$ cat src/rtl/sram_test_seq.sv
module sram_test_seq #(
  parameter int AW = 8,
  parameter int DW = 16,
  parameter int SETUP_CYC = 2,
  parameter logic [15:0] SEED = 16'hACE1
) (
  input  logic          clk,
  input  logic          rst_n,
  input  logic          start,
  input  logic [AW-1:0] addr_last,
  input  logic          adv_en,
  input  logic [DW-1:0] ret_dly,
  output logic [AW-1:0] sram_addr,
  output logic          sram_ce_n,
  output logic          sram_oe_n,
  output logic          sram_we_n,
  output logic [7:0]    sram_dq_out,
  output logic          sram_dq_oe,
  input  logic [7:0]    sram_dq_in,
  output logic          pull_up,
  output logic          busy,
  output logic          done,
  output logic          pass,
  output logic          fail,
  output logic [1:0]    fail_phase,
  output logic [AW-1:0] fail_addr,
  output logic [7:0]    fail_exp,
  output logic [7:0]    fail_obs
);
  localparam int TW = $clog2(SETUP_CYC + 1);
  localparam logic [TW-1:0] TLAST = TW'(SETUP_CYC - 1);

  typedef enum logic [1:0] {S_IDLE, S_ACC, S_WAIT, S_FIN} st_t;
  typedef enum logic [2:0] {OP_DWR, OP_DRD, OP_FLT, OP_RWR, OP_RRD, OP_WWR, OP_WRD} op_t;

  st_t st;
  op_t op;
  logic [1:0]    step, combo;
  logic [TW-1:0] tcnt;
  logic [AW-1:0] addr, last_q;
  logic [DW-1:0] dcnt, ret_q;
  logic [15:0]   lfsr;
  logic [2:0]    wbit;
  logic          wcmp, adv_q, pull;

  function automatic logic [15:0] lfsr_nx(input logic [15:0] l);
    return {1'b0, l[15:1]} ^ (l[0] ? 16'hB400 : 16'h0000);
  endfunction

  logic [7:0] wpat, pat, flt_ce, flt_oe;
  logic is_wr, is_rd, at_last, sample;
  assign wpat    = 8'b1 << wbit;
  assign is_wr   = op inside {OP_DWR, OP_RWR, OP_WWR};
  assign is_rd   = op inside {OP_DRD, OP_RRD, OP_WRD, OP_FLT};
  assign at_last = (addr == last_q);
  assign sample  = (st == S_ACC) && (step == 2'd1) && (tcnt == TLAST) && is_rd;

  always_comb begin
    case (op)
      OP_DWR, OP_DRD: pat = 8'h55;
      OP_FLT:         pat = pull ? 8'hFF : 8'h00;
      OP_RWR, OP_RRD: pat = lfsr[7:0];
      default:        pat = wcmp ? ~wpat : wpat;
    endcase
  end

  // strobe sets held during float checks: {CE,OE} per combo index
  logic flt_ce_b, flt_oe_b;
  assign flt_ce = 8'b0000_0110;
  assign flt_oe = 8'b0000_0101;
  assign flt_ce_b = flt_ce[combo];
  assign flt_oe_b = flt_oe[combo];

  wire in_acc = (st == S_ACC);
  wire flt = in_acc && (op == OP_FLT);
  assign sram_addr   = addr;
  assign sram_dq_out = pat;
  assign sram_dq_oe  = in_acc && is_wr;
  assign sram_ce_n   = !in_acc || (flt && flt_ce_b);
  assign sram_we_n   = !(in_acc && is_wr && step == 2'd1);
  assign sram_oe_n   = flt ? flt_oe_b : !(in_acc && is_rd && step == 2'd1);
  assign pull_up     = pull;
  assign busy        = (st == S_ACC) || (st == S_WAIT);

  always_ff @(posedge clk or negedge rst_n) begin
    if (!rst_n) begin
      st <= S_IDLE; op <= OP_DWR; step <= '0; combo <= '0; tcnt <= '0;
      addr <= '0; last_q <= '0; dcnt <= '0; ret_q <= '0; lfsr <= SEED;
      wbit <= '0; wcmp <= 1'b0; adv_q <= 1'b0; pull <= 1'b1;
      done <= 1'b0; pass <= 1'b0; fail <= 1'b0;
      fail_phase <= '0; fail_addr <= '0; fail_exp <= '0; fail_obs <= '0;
    end else begin
      case (st)
        S_IDLE, S_FIN: if (start) begin
          st <= S_ACC; op <= OP_DWR; step <= '0; tcnt <= '0; combo <= '0;
          addr <= '0; last_q <= addr_last; adv_q <= adv_en; ret_q <= ret_dly;
          lfsr <= SEED; wbit <= '0; wcmp <= 1'b0; pull <= 1'b1;
          done <= 1'b0; pass <= 1'b0; fail <= 1'b0;
        end
        S_WAIT: if (dcnt == '0) st <= S_ACC; else dcnt <= dcnt - 1'b1;
        S_ACC: if (tcnt != TLAST) tcnt <= tcnt + 1'b1;
        else begin
          tcnt <= '0;
          if (sample && sram_dq_in != pat) begin
            st <= S_FIN; done <= 1'b1; fail <= 1'b1;
            fail_phase <= (op inside {OP_RWR, OP_RRD}) ? 2'd1 :
                          (op inside {OP_WWR, OP_WRD}) ? 2'd2 : 2'd0;
            fail_addr <= addr; fail_exp <= pat; fail_obs <= sram_dq_in;
          end else if (step != 2'd2) step <= step + 1'b1;
          else begin
            step <= '0;
            case (op)
              OP_DWR: op <= OP_DRD;
              OP_DRD: begin op <= OP_FLT; combo <= '0; pull <= 1'b1; end
              OP_FLT:
                if (pull) pull <= 1'b0;
                else if (combo != 2'd2) begin combo <= combo + 1'b1; pull <= 1'b1; end
                else begin op <= OP_RWR; pull <= 1'b1; end
              OP_RWR: begin
                lfsr <= lfsr_nx(lfsr);
                if (at_last) begin
                  addr <= '0; lfsr <= SEED; op <= OP_RRD; st <= S_WAIT; dcnt <= ret_q;
                end else addr <= addr + 1'b1;
              end
              OP_RRD: begin
                lfsr <= lfsr_nx(lfsr);
                if (!at_last) addr <= addr + 1'b1;
                else begin
                  addr <= '0;
                  if (adv_q) op <= OP_WWR;
                  else begin st <= S_FIN; done <= 1'b1; pass <= 1'b1; end
                end
              end
              OP_WWR:
                if (at_last) begin
                  addr <= '0; op <= OP_WRD; st <= S_WAIT; dcnt <= ret_q;
                end else addr <= addr + 1'b1;
              default:
                if (!at_last) addr <= addr + 1'b1;
                else begin
                  addr <= '0; op <= OP_WWR;
                  if (!wcmp) wcmp <= 1'b1;
                  else if (wbit == 3'd7) begin st <= S_FIN; done <= 1'b1; pass <= 1'b1; end
                  else begin wbit <= wbit + 1'b1; wcmp <= 1'b0; end
                end
            endcase
          end
        end
        default: st <= S_IDLE;
      endcase
    end
  end

  a_r8_we_oe_excl: assert property (@(posedge clk) disable iff (!rst_n)
    !(!sram_we_n && !sram_oe_n));
  a_r8_bus_release: assert property (@(posedge clk) disable iff (!rst_n)
    !sram_oe_n |-> !sram_dq_oe);
  a_r8_addr_stable: assert property (@(posedge clk) disable iff (!rst_n)
    (!sram_we_n && $past(!sram_we_n)) |-> ($stable(sram_addr) && $stable(sram_dq_out)));
  a_r8_strobe_setup: assert property (@(posedge clk) disable iff (!rst_n)
    ($fell(sram_we_n) && !sram_ce_n) |-> $stable(sram_addr));
  a_r9_one_result: assert property (@(posedge clk) disable iff (!rst_n)
    done |-> (pass ^ fail));
  a_r9_idle_after_fail: assert property (@(posedge clk) disable iff (!rst_n)
    fail |-> (sram_ce_n && sram_we_n && sram_oe_n && !busy));
  a_r11_range: assert property (@(posedge clk) disable iff (!rst_n)
    (!sram_ce_n && (!sram_we_n || !sram_oe_n)) |-> (sram_addr <= last_q));
endmodule

$ cat config.mk
export PLATFORM = sky130hd
export DESIGN_NAME = sram_test_seq
export DESIGN_NICKNAME = d
export VERILOG_FILES = /design/src/rtl/sram_test_seq.sv
export SDC_FILE = /design/constraint.sdc
export NUM_CORES = 1
export LEC_CHECK = 0
export BUFFER_PORTS_ARGS = -buffer_cell sky130_fd_sc_hd__buf_2
export CAP_MARGIN = 20
export CORE_UTILIZATION = 40
export CTS_CLUSTER_DIAMETER = 100
export CTS_CLUSTER_SIZE = 10
export DETAILED_ROUTE_END_ITERATION = 7
export GPL_TIMING_DRIVEN = 0
export MAX_ROUTING_LAYER = met4
export PLACE_DENSITY = 0.67
export SYNTH_ARGS = -nofsm -noshare
export SYNTH_HDL_FRONTEND = slang
export SYNTH_SLANG_ARGS = --single-unit
$ cat constraint.sdc
create_clock -name clk -period 2.5 [get_ports clk]
set_input_delay 0.125 -clock clk [delete_from_list [all_inputs] [get_ports clk]]
set_output_delay 0.125 -clock clk [all_outputs]
set_load 0.02 [all_outputs]
## After elaboration in Yosys (flattened, before gate mapping)

Cells that the tools add are included.
Widths: inputs -> output; s select.

| word-level totals | value |
|---|---|
| input port bits | 36 |
| bits in registers | 110 |
| output and inout bits | 51 |
| logic and storage cells | 244 |

| operators by class | value |
|---|---|
| magnitude comparators | 1 |
| multiplexer cells | 112 |
| shift operators | 1 |
| bitwise operators | 3 |
| add/subtract/negate cells | 6 |
| reduce and logical (&&, ||, !) cells | 47 |
| equality and inequality tests | 53 |

Operators with widths:

| kind | number |
|---|---|
| $mux 16 | 12 |
| $pmux 16 s2 | 3 |
| $mux 8 | 8 |
| $mux 3 | 18 |
| $mux 2 | 23 |
| $mux 1 | 28 |
| $ne 2x2->1 const B | 14 |
| $reduce_and 9->1 | 3 |
| $ne 3x3->1 const B | 8 |
| $pmux 8 s3 | 1 |
| $pmux 3 s6 | 1 |
| $reduce_and 6->1 | 3 |
| $logic_not 16->1 | 1 |
| $pmux 2 s2 | 4 |
| $pmux 8 s2 | 1 |
| $sub 16x1->16 const B | 1 |
| $xor 15x16->16 | 1 |
| $ne 3x2->1 const B | 5 |
| $pmux 1 s2 | 7 |
| $reduce_and 7->1 | 2 |
| $eq 3x3->1 const B | 4 |
| $pmux 2 s3 | 2 |
| $pmux 3 s2 | 2 |
| $reduce_and 12->1 | 1 |
| other kinds (38) | 70 |

## Longest topological paths before layout

Gate-level depths: netlist of run 1.

| logic depth | value |
|---|---|
| depth in word-level cells | 9 |
| gate-level depth with buffers | 13 |
| depth with buffers taken out | 11 |

## Worst setup path before layout of run 1

OpenSTA, ideal clock, no wires.

| timing | value |
|---|---|
| kind | flip-flop to flip-flop |
| start | register wbit[0] |
| end | register fail_addr[5] |
| library setup time | 0.128 ns |
| period minus slack after synthesis | 3.042 ns |
| arrival | 2.915 ns |
| stages on the path, launching flop included | 14 |
| slack | -0.542 ns |
| path buffers | 2 |
| required time | 2.372 ns |
| cells stage by stage | dfrtp_1 ha_1 ha_1 inv_1 ha_1 nor2b_1 a21oi_1 o21ai_1 xor2_1 nor4_2 a31o_1 buf_4 buf_6 mux2_1 |

| on the way | value |
|---|---|
| longest elaborated chain between the ends | 7 |

RTL lines:

| element | line | source |
|---|---|---|
| start: declaration | 43 | `logic [2:0] wbit;` |
| start signal: assignment | 89 | `wbit <= '0; wcmp <= 1'b0; adv_q <= 1'b0; pull <= 1'b1;` |
| start signal: assignment | 97 | `lfsr <= SEED; wbit <= '0; wcmp <= 1'b0; pull <= 1'b1;` |
| start signal: assignment | 144 | `else begin wbit <= wbit + 1'b1; wcmp <= 1'b0; end` |
| $shl 1x3->8 (*) | 52 | `assign wpat = 8'b1 << wbit;` |
| $not 8->8 | 63 | `default: pat = wcmp ? ~wpat : wpat;` |
| $mux 8 (*) | 63 |  |
| $pmux 8 s3 (*) | 59 | `case (op)` |
| via sram_dq_out[7] | 17 | `output logic [7:0] sram_dq_out,` |
| $ne 8x8->1 (*) | 104 | `if (sample && sram_dq_in != pat) begin` |
| $logic_and 1x1->1 (*) | 104 |  |
| $reduce_and 3->1 (no source line) (*) | - |  |
| end signal: assignment | 108 | `fail_addr <= addr; fail_exp <= pat; fail_obs <= sram_dq_in;` |
| end: declaration | 26 | `output logic [AW-1:0] fail_addr,` |

Mark *: on every way through the listed nets, which the timed path passes. The rest lies on a longest branch.
A chain may end at the register's enable or synchronous reset.

## Worst setup path after layout of run 1

| timing | value |
|---|---|
| start | register wbit[1] |
| end | register fail_addr[5] |

| on the way | value |
|---|---|
| longest elaborated chain between the ends | 7 |

RTL lines:

| element | line |
|---|---|
| $shl 1x3->8 (*) | 52 |
| $not 8->8 | 63 |
| $mux 8 (*) | 63 |
| $pmux 8 s3 (*) | 59 |
| $ne 8x8->1 (*) | 104 |
| $logic_and 1x1->1 (*) | 104 |
| $reduce_and 3->1 (no source line) (*) | - |

Mark *: on every way between the ends. The rest lies on a longest branch, timed or not.

==> results of run 1 <==
-- synth_stat cells, types with 7 or more instances --
cell,number
or3_1,9
a21oi_1,26
o31ai_1,7
nand3_1,18
nor2b_1,11
and3_1,9
nand2_1,43
mux2_1,9
dfstp_2,9
clkbuf_1,22
xnor2_1,13
nand2b_1,12
nor3_1,9
o21ai_0,42
a22o_1,8
a22oi_1,7
ha_1,13
mux2_2,39
inv_1,23
mux2i_1,9
nor2_1,35
a21o_1,8
dfrtp_1,101
xor2_1,7
-- sequential cells by signal, indices dropped and copies added, names as in the netlist, 3 cells and up --
name / flops
dcnt: 16
fail_addr: 8
fail_exp: 8
fail_obs: 8
last_q: 8
lfsr: 16
op: 3
ret_q: 16
sram_addr: 8
wbit: 3
-- stage by stage --
step,hold slack [ps],TNS (ps),cell area [sq um]
after floorplan,-170.6,-5029,6163
after global placement,357.7,-24620,6824
after detailed placement,285.7,-28880,6854
after CTS,1.884,-13260,7727
after global routing,12.77,-14020,7966
final,12.84,-10510,7966
-- critical path, cell delays in order, from the launching register on --
cell	delay, ps
dfrtp_2	440
buf_6	130
ha_4	150
a22o_1	180
and3_4	190
o311ai_4	270
o2111ai_2	170
nor4_2	280
buf_4	160
a31o_1	150
buf_6	120
buf_12	100
buf_12	120
mux2_4	290
-- path summary, 6_finish.rpt --
path                                            endpoint  cells after the start           startpoint
worst max-delay path            fail_addr[5]$_DFFE_PN0P_                     13  wbit[1]$_DFFE_PN0P_
worst min-delay path                ret_q[2]$_DFFE_PN0P_                      2           ret_dly[2]
worst max register to register  fail_addr[5]$_DFFE_PN0P_                     13  wbit[1]$_DFFE_PN0P_
worst min register to register       lfsr[7]$_DFFE_PN1P_                      1  lfsr[8]$_DFFE_PN0P_
max in group asynchronous            pull_up$_DFFE_PN1P_                      3                rst_n
min in group asynchronous        fail_exp[2]$_DFFE_PN0P_                      2                rst_n
-- cell type report --
type | count | area [sq um] | area share, %
plain buffers | 26 | 165.2 | 2.073
clock buffers | 11 | 252.7 | 3.173
clock inverters | 4 | 32.53 | 0.4084
inverters | 24 | 93.84 | 1.178
multi-input cells | 437 | 3436 | 43.13
flip-flops and latches | 110 | 2771 | 34.79
well taps | 184 | 230.2 | 2.890
repair buffers | 139 | 984.7 | 12.36
-- metal layers --
metal	part of all wire, %	GRT usage (%)	vias to the layer above	wire (um)
met1	44	28.92	2650	7523
met4	2.0	8.393	0	340
met3	4.7	3.380	25	799
li1	-	-	2491	-
met2	50	37.63	183	8514
met5	0	-	-	0
-- repair_timing --
action | 4_1_cts | 5_1_grt
hold endpoints to repair | 78 | 0
setup endpoints to repair | 81 | 82
cloned | 1 | 0
pin swaps | 15 | 15
buffers inserted | 16 | 14
resized for setup | 46 | 63
hold buffers | 23 | 0
-- logic make-up after synthesis --
logic type	after synthesis	synth area share, %
fa+ha+maj	13	2.672
xor+xnor	20	2.878
flops	110	45.41
compound gates	161	17.92
simple gates	181	15.64
buf+inv	55	3.885
mux	62	11.59
-- power groups by stage --
stage / registers, uW / logic (uW) / clock network [uW]
finish: 3220 / 5410 / 1400
global route: 3320 / 5880 / 1500
CTS: 3150 / 5110 / 1440
detailed placement: 3160 / 4700 / 0
global placement: 3110 / 4580 / 0
floorplan: 3230 / 3210 / 0
==> results.json, run 1 <==
{
  "run_status": "complete, but fails checks",
  "failed_checks": "DRC, setup timing",
  "ys_seq_area_share_pct": 45.41,
  "place_ws_ps": -650.8,
  "clkSlewWorstSetupHoldPaths_ps": 70,
  "grt_pass1_vias": 5254,
  "grt-ovfl-total": 0,
  "final_cell_mix": "dfrtp_1, buf_2, nand2_1",
  "cts_buffer_depth": 2,
  "endpoint_kind": "flop",
  "p_sw_share_pct": 43.52,
  "cp.arrival_ps": 3110,
  "cts.sinks": 110,
  "antenna_found_initial": 0,
  "period_share_pct": 115.1,
  "synth_seq_cells": 110,
  "p_sw_uw": 4367,
  "critPathKind": "reg -> reg",
  "power_frac_comb_pct": 54.0,
  "synth-edff-count": 0,
  "hold_viol": 0,
  "die_area_sq_mm": 0.01572,
  "drv_slew": 0,
  "max_cap_violations": 0,
  "post_drt_wl_per_cell_um": 18.37,
  "avgSynthCellArea_sq_um": 10.11,
  "dpl.hpwl_um": 11950,
  "ir_worst_vdd_mv": 0.5873,
  "io_buffers": 86,
  "grt_max_degree": 66,
  "period_minus_slack_ps": 2877,
  "layout_setup_ws_ps": -376.8,
  "syn2layout_area_growth_pct": 30.87,
  "leakagePower_uw": 0.003527,
  "power.density_mw_per_mm2": 1260,
  "yosysTopAreaCell": "dfrtp_1",
  "fin_nets": 796,
  "io_pins": 87,
  "grt_pass1_wl_um": 27500,
  "drc_errors": 4,
  "worstPathMaxFanout": 5,
  "initial_core_util_pct": 41.41,
  "cts-htree-levels": 3,
  "die_height_um": 125.4,
  "drt_pass1_iterations": 8,
  "clockRootBuffer": "clkbuf_16",
  "hold_class": "in -> reg",
  "finClkSkew_ps": 12.24,
  "required_ps": 2740,
  "core_area_sq_mm": 0.01470,
  "dieWidth_um": 125.4,
  "clock_power_share_pct": 13.9,
  "synthFlopType": "dfrtp_1",
  "rrSetupSlack_ps": -380,
  "final_common_cell": "dfrtp_1",
  "seq_power_share_pct": 32.1,
  "finalSetupViolCount": 32,
  "fill_cells": 1288,
  "rsz0062_at_grt": "true",
  "dp.cells": 873,
  "place.gp.congestion": 0.8975,
  "synthDistinctLibCells": 71,
  "synthesis.instances": 602,
  "track_usage_pct": 22.99,
  "ant_nets": 0,
  "synth_nets": 651,
  "clock_latency_ps": 360,
  "numCtsBuffers": 9,
  "detailroute.via_count": 5349,
  "slew_headroom_pct": 43.80,
  "final_cells": 935,
  "ys_warn_count": 0,
  "drive_above_1_share_pct": 36.62,
  "start_kind": "flop",
  "drt-initial-drc-count": 275,
  "rows": 44,
  "fmax_mhz": 347.6,
  "fin_util_pct": 54.20,
  "ys_top_cells_by_area": "dfrtp_1, mux2_2, dfstp_2",
  "vias_per_cell": 5.721,
  "routed_wl_um": 17180,
  "async_flop_share_pct": 100.0,
  "total_power_uw": 10030,
  "worst_pin_slew_ps": 843.1,
  "syn_area_sq_mm": 0.006087,
  "p_int_uw": 5667,
  "tritoncts": "yes",
  "synth_top_area_share_pct": 41.52,
  "diodes": 0
}
No activity file was read; power rests on OpenSTA's default activity.
==> run 2, diff against run 1 <==
==> constraint.sdc (replaced) <==
create_clock -name clk -period 2.5 [get_ports clk]
set_input_delay 0.375 -clock clk [delete_from_list [all_inputs] [get_ports clk]]
set_output_delay 0.375 -clock clk [all_outputs]
set_load 0.02 [all_outputs]
==> results.json, run 2 (synthesis gave the netlist of run 1 again) <==
{
  "start_kind": "flop",
  "rows": 44,
  "die_height_um": 125.4,
  "grt_pass1_vias": 5141,
  "io_pins": 87,
  "fin_area_sq_mm": 0.007829,
  "vias_per_cell": 5.750,
  "fin_nets": 774,
  "period_share_pct": 115.2,
  "dp.cells": 873,
  "grt_max_degree": 66,
  "cts.sinks": 110,
  "place.gp.congestion": 0.8975,
  "track_usage_pct": 22.65,
  "critPathKind": "reg -> reg",
  "period_minus_slack_ps": 2879,
  "syn2layout_area_growth_pct": 28.61,
  "antenna_found_initial": 0,
  "tritoncts": "yes",
  "power.density_mw_per_mm2": 1298,
  "rrSetupSlack_ps": -380,
  "drive_above_1_share_pct": 39.78,
  "layout_setup_ws_ps": -378.8,
  "die_area_sq_mm": 0.01572,
  "finalSetupViolCount": 33,
  "cp.arrival_ps": 3120,
  "ant_nets": 0,
  "clockRootBuffer": "clkbuf_16",
  "final_common_cell": "dfrtp_1",
  "clkSlewWorstSetupHoldPaths_ps": 70,
  "final_cell_mix": "dfrtp_1, buf_2, nand2_1",
  "hold_viol": 0,
  "cts_hold_buffers": 0,
  "drc_errors": 2,
  "max_cap_violations": 0,
  "grt_pass1_wl_um": 27060,
  "detailroute.via_count": 5250,
  "routed_wl_um": 16990,
  "ir_worst_vdd_mv": 0.6099,
  "dieWidth_um": 125.4,
  "finClkSkew_ps": 13.92,
  "whs_ps": 117.4,
  "post_drt_wl_per_cell_um": 18.61,
  "drt_pass1_iterations": 8,
  "diodes": 0,
  "hold_class": "in -> async",
  "numCtsBuffers": 9,
  "cts_buffer_depth": 2,
  "worstPathMaxFanout": 5,
  "final_cells": 913,
  "initial_core_util_pct": 41.41,
  "place_area_sq_mm": 0.006854,
  "failed_checks": "DRC, setup timing",
  "drv_slew": 0,
  "cts-htree-levels": 3,
  "grt-ovfl-total": 0,
  "slew_headroom_pct": 43.64,
  "leakagePower_uw": 0.003450,
  "fmax_mhz": 347.4,
  "run_status": "complete, but fails checks",
  "total_power_uw": 10160,
  "endpoint_kind": "flop",
  "dpl.hpwl_um": 11950,
  "rsz0062_at_grt": "true",
  "worst_pin_slew_ps": 845.4,
  "reg.largest.list": "dcnt: 16 flops, lfsr: 16 flops, ret_q: 16 flops",
  "place_ws_ps": -650.8,
  "reg2reg_depth": 13,
  "io_buffers": 86,
  "core_area_sq_mm": 0.01470,
  "required_ps": 2740,
  "clock_latency_ps": 360,
  "drt-initial-drc-count": 322
}
## run 2: changes by cell type in the layout (fill, tap and decap cells not counted), sizes merged
cell,previous run,this run
clkbuf,30,29
buf,123,125
dlygate4sd3,23,0
## run 2: through the flow
step | util (%) | setup TNS (ps)
2_1_floorplan | - | -5029
3_3_place_gp | 46.42 | -45510
3_5_place_dp | 46.63 | -29070
4_1_cts | 51.38 | -13250
5_1_grt | 53.26 | -14320
6_report | 53.26 | -10540
## run 2: cell type report
class	instances	area, sq um
Timing Repair Buffer	117	777.0
Fill cell	1322	6870
Sequential cell	110	2774
Clock inverter	4	32.53
Multi-Input combinational cell	437	3490
Buffer	26	175.2
Inverter	24	97.59
Tap cell	184	230.2
Clock buffer	11	252.7
## run 2: path summary, 6_finish.rpt
| check | start | end |
|---|---|---|
| setup / recovery | wbit[1]$_DFFE_PN0P_ | fail_addr[5]$_DFFE_PN0P_ |
| hold / removal | rst_n | fail_exp[2]$_DFFE_PN0P_ |
| setup reg to reg | wbit[1]$_DFFE_PN0P_ | fail_addr[5]$_DFFE_PN0P_ |
| hold reg to reg | lfsr[8]$_DFFE_PN0P_ | lfsr[7]$_DFFE_PN1P_ |
| max in group asynchronous | rst_n | pull_up$_DFFE_PN1P_ |
| min in group clk | addr_last[3] | last_q[3]$_DFFE_PN0P_ |
## run 2: worst max-delay path, cell delays in order (launching register included)
cell,delay [ps]
dfrtp_2,440
buf_6,130
ha_4,150
a22o_1,180
and3_4,190
o311ai_4,280
o2111ai_2,170
nor4_2,280
buf_4,160
a31o_1,150
buf_6,120
buf_12,100
buf_12,120
mux2_4,290
## run 2: what timing repair did
item                       in CTS  in global routing
setup buffers                  16                 15
pin swaps                      15                 17
hold endpoints to repair        0                  0
gates resized for setup        64                 67
gates cloned                    1                  0
setup endpoints to repair      86                 84
## run 2: layer usage
metal,vias to the layer above,part of all wire [%],global-route usage [%]
met3,27,3.8,3.380
li1,2446,-,-
met2,158,49,36.54
met1,2619,45,28.84
met4,0,2.4,8.465
met5,-,0,-
## run 2: where the power goes
part           total [uW]  internal (uW)  switching (uW)
clock network        1400            729             675
logic                5530           2480            3050
registers            3220           2540             683
total               10200           5750            4410
